**src/rtl/las_pkg.sv**
```systemverilog
package las_pkg;
  // Fraction bits of the smoothed totals; also the history weight 1 - 2^-SHIFT.
  localparam int unsigned SMOOTH_SHIFT = 3;
endpackage

```
**src/rtl/las_service_track.sv**
```systemverilog
module las_service_track
  import las_pkg::*;
#(
  parameter int unsigned NTHR    = 4,
  parameter int unsigned NBANK   = 4,
  parameter int unsigned QUANTUM = 10000000,
  localparam int unsigned TW     = $clog2(NTHR),
  localparam int unsigned QTW    = $clog2(QUANTUM),
  localparam int unsigned CNT_W  = $clog2(QUANTUM * NBANK + 1),
  localparam int unsigned TOT_W  = CNT_W + SMOOTH_SHIFT
) (
  input  logic                    clk,
  input  logic                    rst_n,
  input  logic [NBANK-1:0]        bank_busy,
  input  logic [NBANK*TW-1:0]     bank_thread,
  output logic [NTHR*TOT_W-1:0]   totals,
  output logic                    qend
);
  logic [QTW-1:0]   qcnt_q, qcnt_d;
  logic [CNT_W-1:0] cnt_q [NTHR];
  logic [CNT_W-1:0] cnt_d [NTHR];
  logic [CNT_W-1:0] sum   [NTHR];
  logic [TOT_W-1:0] tot_q [NTHR];
  logic [TOT_W-1:0] tot_d [NTHR];

  always_comb begin
    qend   = (qcnt_q == QTW'(QUANTUM - 1));
    qcnt_d = qend ? '0 : qcnt_q + 1'b1;
    for (int t = 0; t < NTHR; t++) begin
      sum[t] = cnt_q[t];
      for (int b = 0; b < NBANK; b++) begin
        if (bank_busy[b] && (bank_thread[b*TW +: TW] == TW'(t)))
          sum[t] = sum[t] + 1'b1;
      end
      cnt_d[t] = qend ? '0 : sum[t];
      tot_d[t] = qend ? (tot_q[t] - (tot_q[t] >> SMOOTH_SHIFT) + TOT_W'(sum[t]))
                      : tot_q[t];
    end
  end

  always_ff @(posedge clk or negedge rst_n) begin
    if (!rst_n) begin
      qcnt_q <= '0;
      for (int t = 0; t < NTHR; t++) begin
        cnt_q[t] <= '0;
        tot_q[t] <= '0;
      end
    end else begin
      qcnt_q <= qcnt_d;
      for (int t = 0; t < NTHR; t++) begin
        cnt_q[t] <= cnt_d[t];
        tot_q[t] <= tot_d[t];
      end
    end
  end

  for (genvar g = 0; g < NTHR; g++) begin : g_out
    assign totals[g*TOT_W +: TOT_W] = tot_q[g];

    // Totals move only on the quantum's last edge.
    assert_total_hold_R3: assert property (@(posedge clk) disable iff (!rst_n)
      !qend |=> $stable(tot_q[g]));
    // A count cannot exceed one per bank per elapsed cycle of the quantum.
    assert_count_bound_R2: assert property (@(posedge clk) disable iff (!rst_n)
      int'(cnt_q[g]) <= int'(qcnt_q) * int'(NBANK));
  end
endmodule

```
**src/rtl/las_rank.sv**
```systemverilog
module las_rank #(
  parameter int unsigned NTHR  = 4,
  parameter int unsigned TOT_W = 29,
  localparam int unsigned TW   = $clog2(NTHR)
) (
  input  logic                  clk,
  input  logic                  rst_n,
  input  logic [NTHR*TOT_W-1:0] totals,
  input  logic                  qend,
  output logic [NTHR*TW-1:0]    ranks
);
  logic          load_q;
  logic [TW-1:0] rank_q [NTHR];
  logic [TW-1:0] rank_d [NTHR];

  // Rank = number of threads that order ahead (smaller total, or equal and lower ID).
  always_comb begin
    for (int t = 0; t < NTHR; t++) begin
      rank_d[t] = '0;
      for (int u = 0; u < NTHR; u++) begin
        if ((totals[u*TOT_W +: TOT_W] < totals[t*TOT_W +: TOT_W]) ||
            ((totals[u*TOT_W +: TOT_W] == totals[t*TOT_W +: TOT_W]) && (u < t)))
          rank_d[t] = rank_d[t] + 1'b1;
      end
    end
  end

  always_ff @(posedge clk or negedge rst_n) begin
    if (!rst_n) begin
      load_q <= 1'b0;
      for (int t = 0; t < NTHR; t++) rank_q[t] <= TW'(t);
    end else begin
      load_q <= qend;
      if (load_q) begin
        for (int t = 0; t < NTHR; t++) rank_q[t] <= rank_d[t];
      end
    end
  end

  for (genvar a = 0; a < NTHR; a++) begin : g_rank
    assign ranks[a*TW +: TW] = rank_q[a];

    assert_rank_hold_R5: assert property (@(posedge clk) disable iff (!rst_n)
      !load_q |=> $stable(rank_q[a]));
    for (genvar b = a + 1; b < NTHR; b++) begin : g_pair
      assert_rank_unique_R4: assert property (@(posedge clk) disable iff (!rst_n)
        rank_q[a] != rank_q[b]);
    end
  end
endmodule

```
**src/rtl/las_pick.sv**
```systemverilog
module las_pick #(
  parameter int unsigned NQ     = 8,
  parameter int unsigned NTHR   = 4,
  parameter int unsigned NBANK  = 4,
  parameter int unsigned ROW_W  = 8,
  parameter int unsigned AGE_W  = 20,
  parameter int unsigned STARVE = 100000,
  localparam int unsigned TW    = $clog2(NTHR),
  localparam int unsigned BW    = $clog2(NBANK),
  localparam int unsigned QW    = $clog2(NQ),
  localparam int unsigned KW    = 3 + TW + AGE_W
) (
  input  logic                  clk,
  input  logic                  rst_n,
  input  logic [NQ-1:0]         req_valid,
  input  logic [NQ-1:0]         req_ready,
  input  logic [NQ*TW-1:0]      req_thread,
  input  logic [NQ*BW-1:0]      req_bank,
  input  logic [NQ*ROW_W-1:0]   req_row,
  input  logic [NQ*AGE_W-1:0]   req_age,
  input  logic [NBANK-1:0]      bank_open,
  input  logic [NBANK*ROW_W-1:0] bank_open_row,
  input  logic [NTHR*TW-1:0]    ranks,
  output logic                  grant_valid,
  output logic [QW-1:0]         grant_idx
);
  logic [KW-1:0] key [NQ];
  logic [KW-1:0] best_key;
  logic [NQ-1:0] elig, starved;

  always_comb begin
    for (int i = 0; i < NQ; i++) begin
      logic [TW-1:0]    thr, prio;
      logic [BW-1:0]    bk;
      logic [AGE_W-1:0] age;
      logic             hit;
      thr        = req_thread[i*TW +: TW];
      bk         = req_bank[i*BW +: BW];
      age        = req_age[i*AGE_W +: AGE_W];
      prio       = TW'(NTHR - 1) - ranks[thr*TW +: TW];
      hit        = bank_open[bk] && (bank_open_row[bk*ROW_W +: ROW_W] == req_row[i*ROW_W +: ROW_W]);
      elig[i]    = req_valid[i] & req_ready[i];
      starved[i] = (age > AGE_W'(STARVE));
      key[i]     = starved[i] ? {elig[i], 1'b1, {TW{1'b0}}, 1'b0, age}
                              : {elig[i], 1'b0, prio, hit, age};
    end
    best_key  = '0;
    grant_idx = '0;
    for (int i = 0; i < NQ; i++) begin
      if (key[i] > best_key) begin
        best_key  = key[i];
        grant_idx = QW'(i);
      end
    end
    grant_valid = best_key[KW-1];
  end

  assert_grant_iff_any_R1: assert property (@(posedge clk) disable iff (!rst_n)
    grant_valid == (|(req_valid & req_ready)));
  assert_grant_eligible_R8: assert property (@(posedge clk) disable iff (!rst_n)
    grant_valid |-> (req_valid[grant_idx] && req_ready[grant_idx]));
  assert_starve_wins_R6: assert property (@(posedge clk) disable iff (!rst_n)
    (|(elig & starved)) |-> (req_age[grant_idx*AGE_W +: AGE_W] > AGE_W'(STARVE)));
endmodule

```
**src/rtl/las_sched.sv**
```systemverilog
module las_sched
  import las_pkg::*;
#(
  parameter int unsigned NQ      = 8,
  parameter int unsigned NTHR    = 4,
  parameter int unsigned NBANK   = 4,
  parameter int unsigned ROW_W   = 8,
  parameter int unsigned AGE_W   = 20,
  parameter int unsigned QUANTUM = 10000000,
  parameter int unsigned STARVE  = 100000,
  localparam int unsigned TW     = $clog2(NTHR),
  localparam int unsigned BW     = $clog2(NBANK),
  localparam int unsigned QW     = $clog2(NQ),
  localparam int unsigned TOT_W  = $clog2(QUANTUM * NBANK + 1) + SMOOTH_SHIFT
) (
  input  logic                   clk,
  input  logic                   rst_n,
  input  logic [NQ-1:0]          req_valid,
  input  logic [NQ-1:0]          req_ready,
  input  logic [NQ*TW-1:0]       req_thread,
  input  logic [NQ*BW-1:0]       req_bank,
  input  logic [NQ*ROW_W-1:0]    req_row,
  input  logic [NQ*AGE_W-1:0]    req_age,
  input  logic [NBANK-1:0]       bank_open,
  input  logic [NBANK*ROW_W-1:0] bank_open_row,
  input  logic [NBANK-1:0]       bank_busy,
  input  logic [NBANK*TW-1:0]    bank_thread,
  output logic                   grant_valid,
  output logic [QW-1:0]          grant_idx
);
  logic [NTHR*TOT_W-1:0] totals;
  logic                  qend;
  logic [NTHR*TW-1:0]    ranks;

  las_service_track #(.NTHR(NTHR), .NBANK(NBANK), .QUANTUM(QUANTUM)) u_track (
    .clk(clk), .rst_n(rst_n), .bank_busy(bank_busy), .bank_thread(bank_thread),
    .totals(totals), .qend(qend)
  );

  las_rank #(.NTHR(NTHR), .TOT_W(TOT_W)) u_rank (
    .clk(clk), .rst_n(rst_n), .totals(totals), .qend(qend), .ranks(ranks)
  );

  las_pick #(.NQ(NQ), .NTHR(NTHR), .NBANK(NBANK), .ROW_W(ROW_W),
             .AGE_W(AGE_W), .STARVE(STARVE)) u_pick (
    .clk(clk), .rst_n(rst_n), .req_valid(req_valid), .req_ready(req_ready),
    .req_thread(req_thread), .req_bank(req_bank), .req_row(req_row),
    .req_age(req_age), .bank_open(bank_open), .bank_open_row(bank_open_row),
    .ranks(ranks), .grant_valid(grant_valid), .grant_idx(grant_idx)
  );
endmodule

```
**config.mk**
```make
export PLATFORM = sky130hd
export DESIGN_NAME = las_sched
export DESIGN_NICKNAME = d
export VERILOG_FILES = /design/src/rtl/las_pkg.sv /design/src/rtl/las_service_track.sv /design/src/rtl/las_rank.sv /design/src/rtl/las_pick.sv /design/src/rtl/las_sched.sv
export SDC_FILE = /design/constraint.sdc
export NUM_CORES = 2
export LEC_CHECK = 0
export BUFFER_PORTS_ARGS = -buffer_cell sky130_fd_sc_hd__buf_4
export CORE_MARGIN = 2
export CORE_UTILIZATION = 57
export CTS_CLUSTER_SIZE = 30
export DETAILED_ROUTE_END_ITERATION = 10
export GPL_TIMING_DRIVEN = 0
export PLACE_DENSITY = 0.89
export SLEW_MARGIN = 20
export SYNTH_ARGS = -nofsm -noshare
export SYNTH_HDL_FRONTEND = slang
export SYNTH_SLANG_ARGS = --single-unit
```
**constraint.sdc**
```tcl
create_clock -name clk -period 21 [get_ports clk]
set_clock_uncertainty 0.05 [all_clocks]
set_input_delay 1.05 -clock clk [delete_from_list [all_inputs] [get_ports clk]]
set_output_delay 1.05 -clock clk [all_outputs]
set_load 0.02 [all_outputs]
```
==> out/metrics.cfg <==
[logic_synthesis]
synth_top_family_by_area = simple AND/OR/NAND/NOR gates
synth.mux.area_fraction_pct = 6.23
synth.distinct_cells = 108
synthXorXnorAreaFrac_pct = 10.9
yosys_most_used_dff = dfrtp_1
synth_edf_count = 0
synth_nets = 5930
synthAdderAreaFrac_pct = 19.8
synth_top_area_share_pct = 15.0
synthCells = 5014
seq_area_frac_synth_pct = 15.2
synth_area_um2 = 41600
synth_common_cells = 490 x ha_1, 399 x nand2_1, 324 x xnor2_1, 308 x o21ai_0, 249 x dfrtp_1
yosys-top-cells-area = dfrtp_1 15%, ha_1 15%, xnor2_1 6.8%
synth_simple_gate_area_share_pct = 24.1
yosysTopAreaCell = dfrtp_1
synth.yosys.warnings = 0
synth.avg_cell_area_um2 = 8.29
ys_seq_elements = 253
async_reset_ff_share_pct = 100
synth_compound_area_share_pct = 19.8
synth.most_common_cell = ha_1

[finish]
drive_above_1_share_pct = 12.8
syn_to_final_growth_pct = 13.3
fin_nets = 6313
fin_area_um2 = 47100
n_fill_cell = 5996

[clock_network]
postCtsHoldBufs = 0
htreeDepth = 1
path_clk_slew_ns = 0.07
insertion_delay_ns = 0.62
clockBufferDepth = 3
cts_buffers = 30
cts_sinks = 253
ctsRootBufferMaster = clkbuf_16
cts_tree = done

[grt]
grt_use_total_pct = 37.4
grt.overflow.total = 0
grt_first_pass_wirelength_mm = 223
grt_pass1_vias = 40900
grt_max_degree = 97
grt_antenna_before_repair = 7

[detailed_routing]
vias = 43200
firstDrtPassIters = 8
wl_mm = 146
drc = 0
avgViaCountPerCell = 6.77
wl_per_cell_um = 23.0
final_antenna_net_count = 0
drt_iter0_drc = 4559

[sta]
finalMaxSlewViolations = 0
timing.fmax_ghz = 0.0487
max_slew_margin_pct = 15.8
setup_tns_ns = 0
period_needed_ns = 20.51
hold_viol = 0
setup_viol = 0
tightest_slew_ns = 1.26
post-route-period-util_pct = 97.7

[critical_path]
cp.required_ns = 19.90
worstSetupEndpointType = primary output
cp_common_cell = o21a_1
path_buf_inv = 17
crit_family = compound AO/OA/AOI/OAI gates
slowest_delay_ns = 0.55
cpMaxStageDelayCell = or4_4
cp_num_cells = 91
crit_type = input port to primary output
start_kind = input port
path_max_fanout = 10
reg2regPathDepth = 30
cp.arrival_ns = 19.41

[placement]
post-dp-hpwl_mm = 116
place_area_um2 = 45100
place.gp.congestion = 1.06
io_buffers = 305

[die]
rows = 98
ios = 326
initial_core_util_pct = 57.8
core_um2 = 71900
die_y_um = 274
die_area_um2 = 75100
fp.dieW_um = 274

[power_and_ir_drop]
sw_frac_of_total_pct = 47.6
p_leak_nw = 20.8
power.switching_mw = 1.88
pwr-share-seq_pct = 13.7
finalPower_mw = 3.95
max-vdd-ir-drop_v = 0.0000959
pwr-share-clk_pct = 15.3
internal-power_mw = 2.07
power.density_nw_per_um2 = 83.9
p_comb_share_pct = 71.0

[min_path]
hold_path.class = input port to asynchronous set/reset pin

[job]
maxCapViolations = 0

[status]
status = complete, no violations

==> per-stage QoR <==
stage	utilization, %	hold WS [ns]	instances	setup slack, ns
2_1_floorplan	-	0.396	5014	0.0124
3_3_place_gp	62.7	0.412	6269	-3.72
3_5_place_dp	62.8	0.416	6272	-3.95
4_1_cts	64.8	0.298	6345	0.0894
5_1_grt	65.5	0.319	6373	-0.196
6_report	65.5	0.284	6377	0.485
==> layout by cell type, fill, tap and decap left out, drive strengths merged, types with 70 or more instances in the layout <==
| master | n |
|---|---|
| nand2b | 71 |
| dfrtp | 249 |
| nor3 | 130 |
| or3 | 70 |
| nand2 | 399 |
| clkbuf | 178 |
| xnor2 | 325 |
| inv | 243 |
| xor2 | 182 |
| ha | 490 |
| o21a | 115 |
| a31oi | 80 |
| nand3 | 169 |
| mux4 | 88 |
| nand4 | 160 |
| a21o | 139 |
| and2 | 175 |
| nor2 | 242 |
| o21ai | 310 |
| buf | 396 |
| fa | 104 |
| nor4 | 100 |
| a21oi | 234 |
==> cell families (layout without fill, tap and decap cells) <==
kind of cell | Yosys count | count (layout)
adders and majority gates | 594 | 594
AOI/OAI and AO/OA | 1246 | 1246
DFF | 253 | 253
buffers and inverters | 425 | 831
and+or+nand+nor | 1839 | 1839
other | 0 | 7
muxes | 146 | 146
xor gates and xnor gates | 511 | 511
==> metal layers <==
metal | share of wire, % | vias up | routed length, µm | GRT usage, %
met1 | 38 | 20500 | 55400 | 46.9
met4 | 7.3 | 6 | 10700 | 24.2
met3 | 9.9 | 633 | 14500 | 6.09
li1 | - | 19500 | - | -
met2 | 45 | 2566 | 65700 | 59.6
met5 | 0.023 | - | 34 | 0
==> final cells by class <==
cell class	instances	area (µm²)	share of cell area, %
Clock buffer	42	867	1.84
Clock inverter	13	226	0.481
Antenna cell	7	17.5	0.0372
Sequential cell	253	6340	13.5
Tap cell	950	1190	2.52
Buffer	178	835	1.77
Timing Repair Buffer	354	2740	5.81
Inverter	244	916	1.95
Multi-Input combinational cell	4336	34000	72.1
==> flip-flops by register name, summed over array words and instances, names as in the netlist <==
signal and flops:
u_rank.load_q 1, u_rank.ranks 8, u_track.cnt_q 104, u_track.qcnt_q 24, u_track.totals 116
==> power groups by stage <==
stage	Sequential [mW]	Clock (mW)	Combinational (mW)
2_1_floorplan	0.538	0	1.87
3_3_place_gp	0.549	0	2.45
3_5_place_dp	0.549	0	2.52
4_1_cts	0.540	0.602	2.62
5_1_grt	0.543	0.622	3.04
6_report	0.542	0.605	2.80
==> repair_timing <==
| item | in CTS | in global routing |
|---|---|---|
| endpoints found under the setup margin | 4 | 4 |
| pin swaps | 8 | 49 |
| buffers inserted | 20 | 26 |
| gates resized for setup | 54 | 107 |
==> final timing paths <==
path | start | end | slack, ns
worst max-delay path | req_age[3] | grant_idx[1] | 0.49
worst min-delay path | rst_n | u_track.cnt_q[16]$_DFF_PN0_ | 0.28
worst max register to register | u_track.cnt_q[78]$_DFF_PN0_ | u_track.totals[28]$_DFFE_PN0P_ | 12.41
worst min register to register | u_track.qcnt_q[4]$_DFF_PN0_ | u_track.qcnt_q[4]$_DFF_PN0_ | 0.43
max in group asynchronous | rst_n | u_track.totals[73]$_DFFE_PN0P_ | 19.17
min in group clk | u_track.qcnt_q[4]$_DFF_PN0_ | u_track.qcnt_q[4]$_DFF_PN0_ | 0.43
No activity file was read; power rests on OpenSTA's default activity.
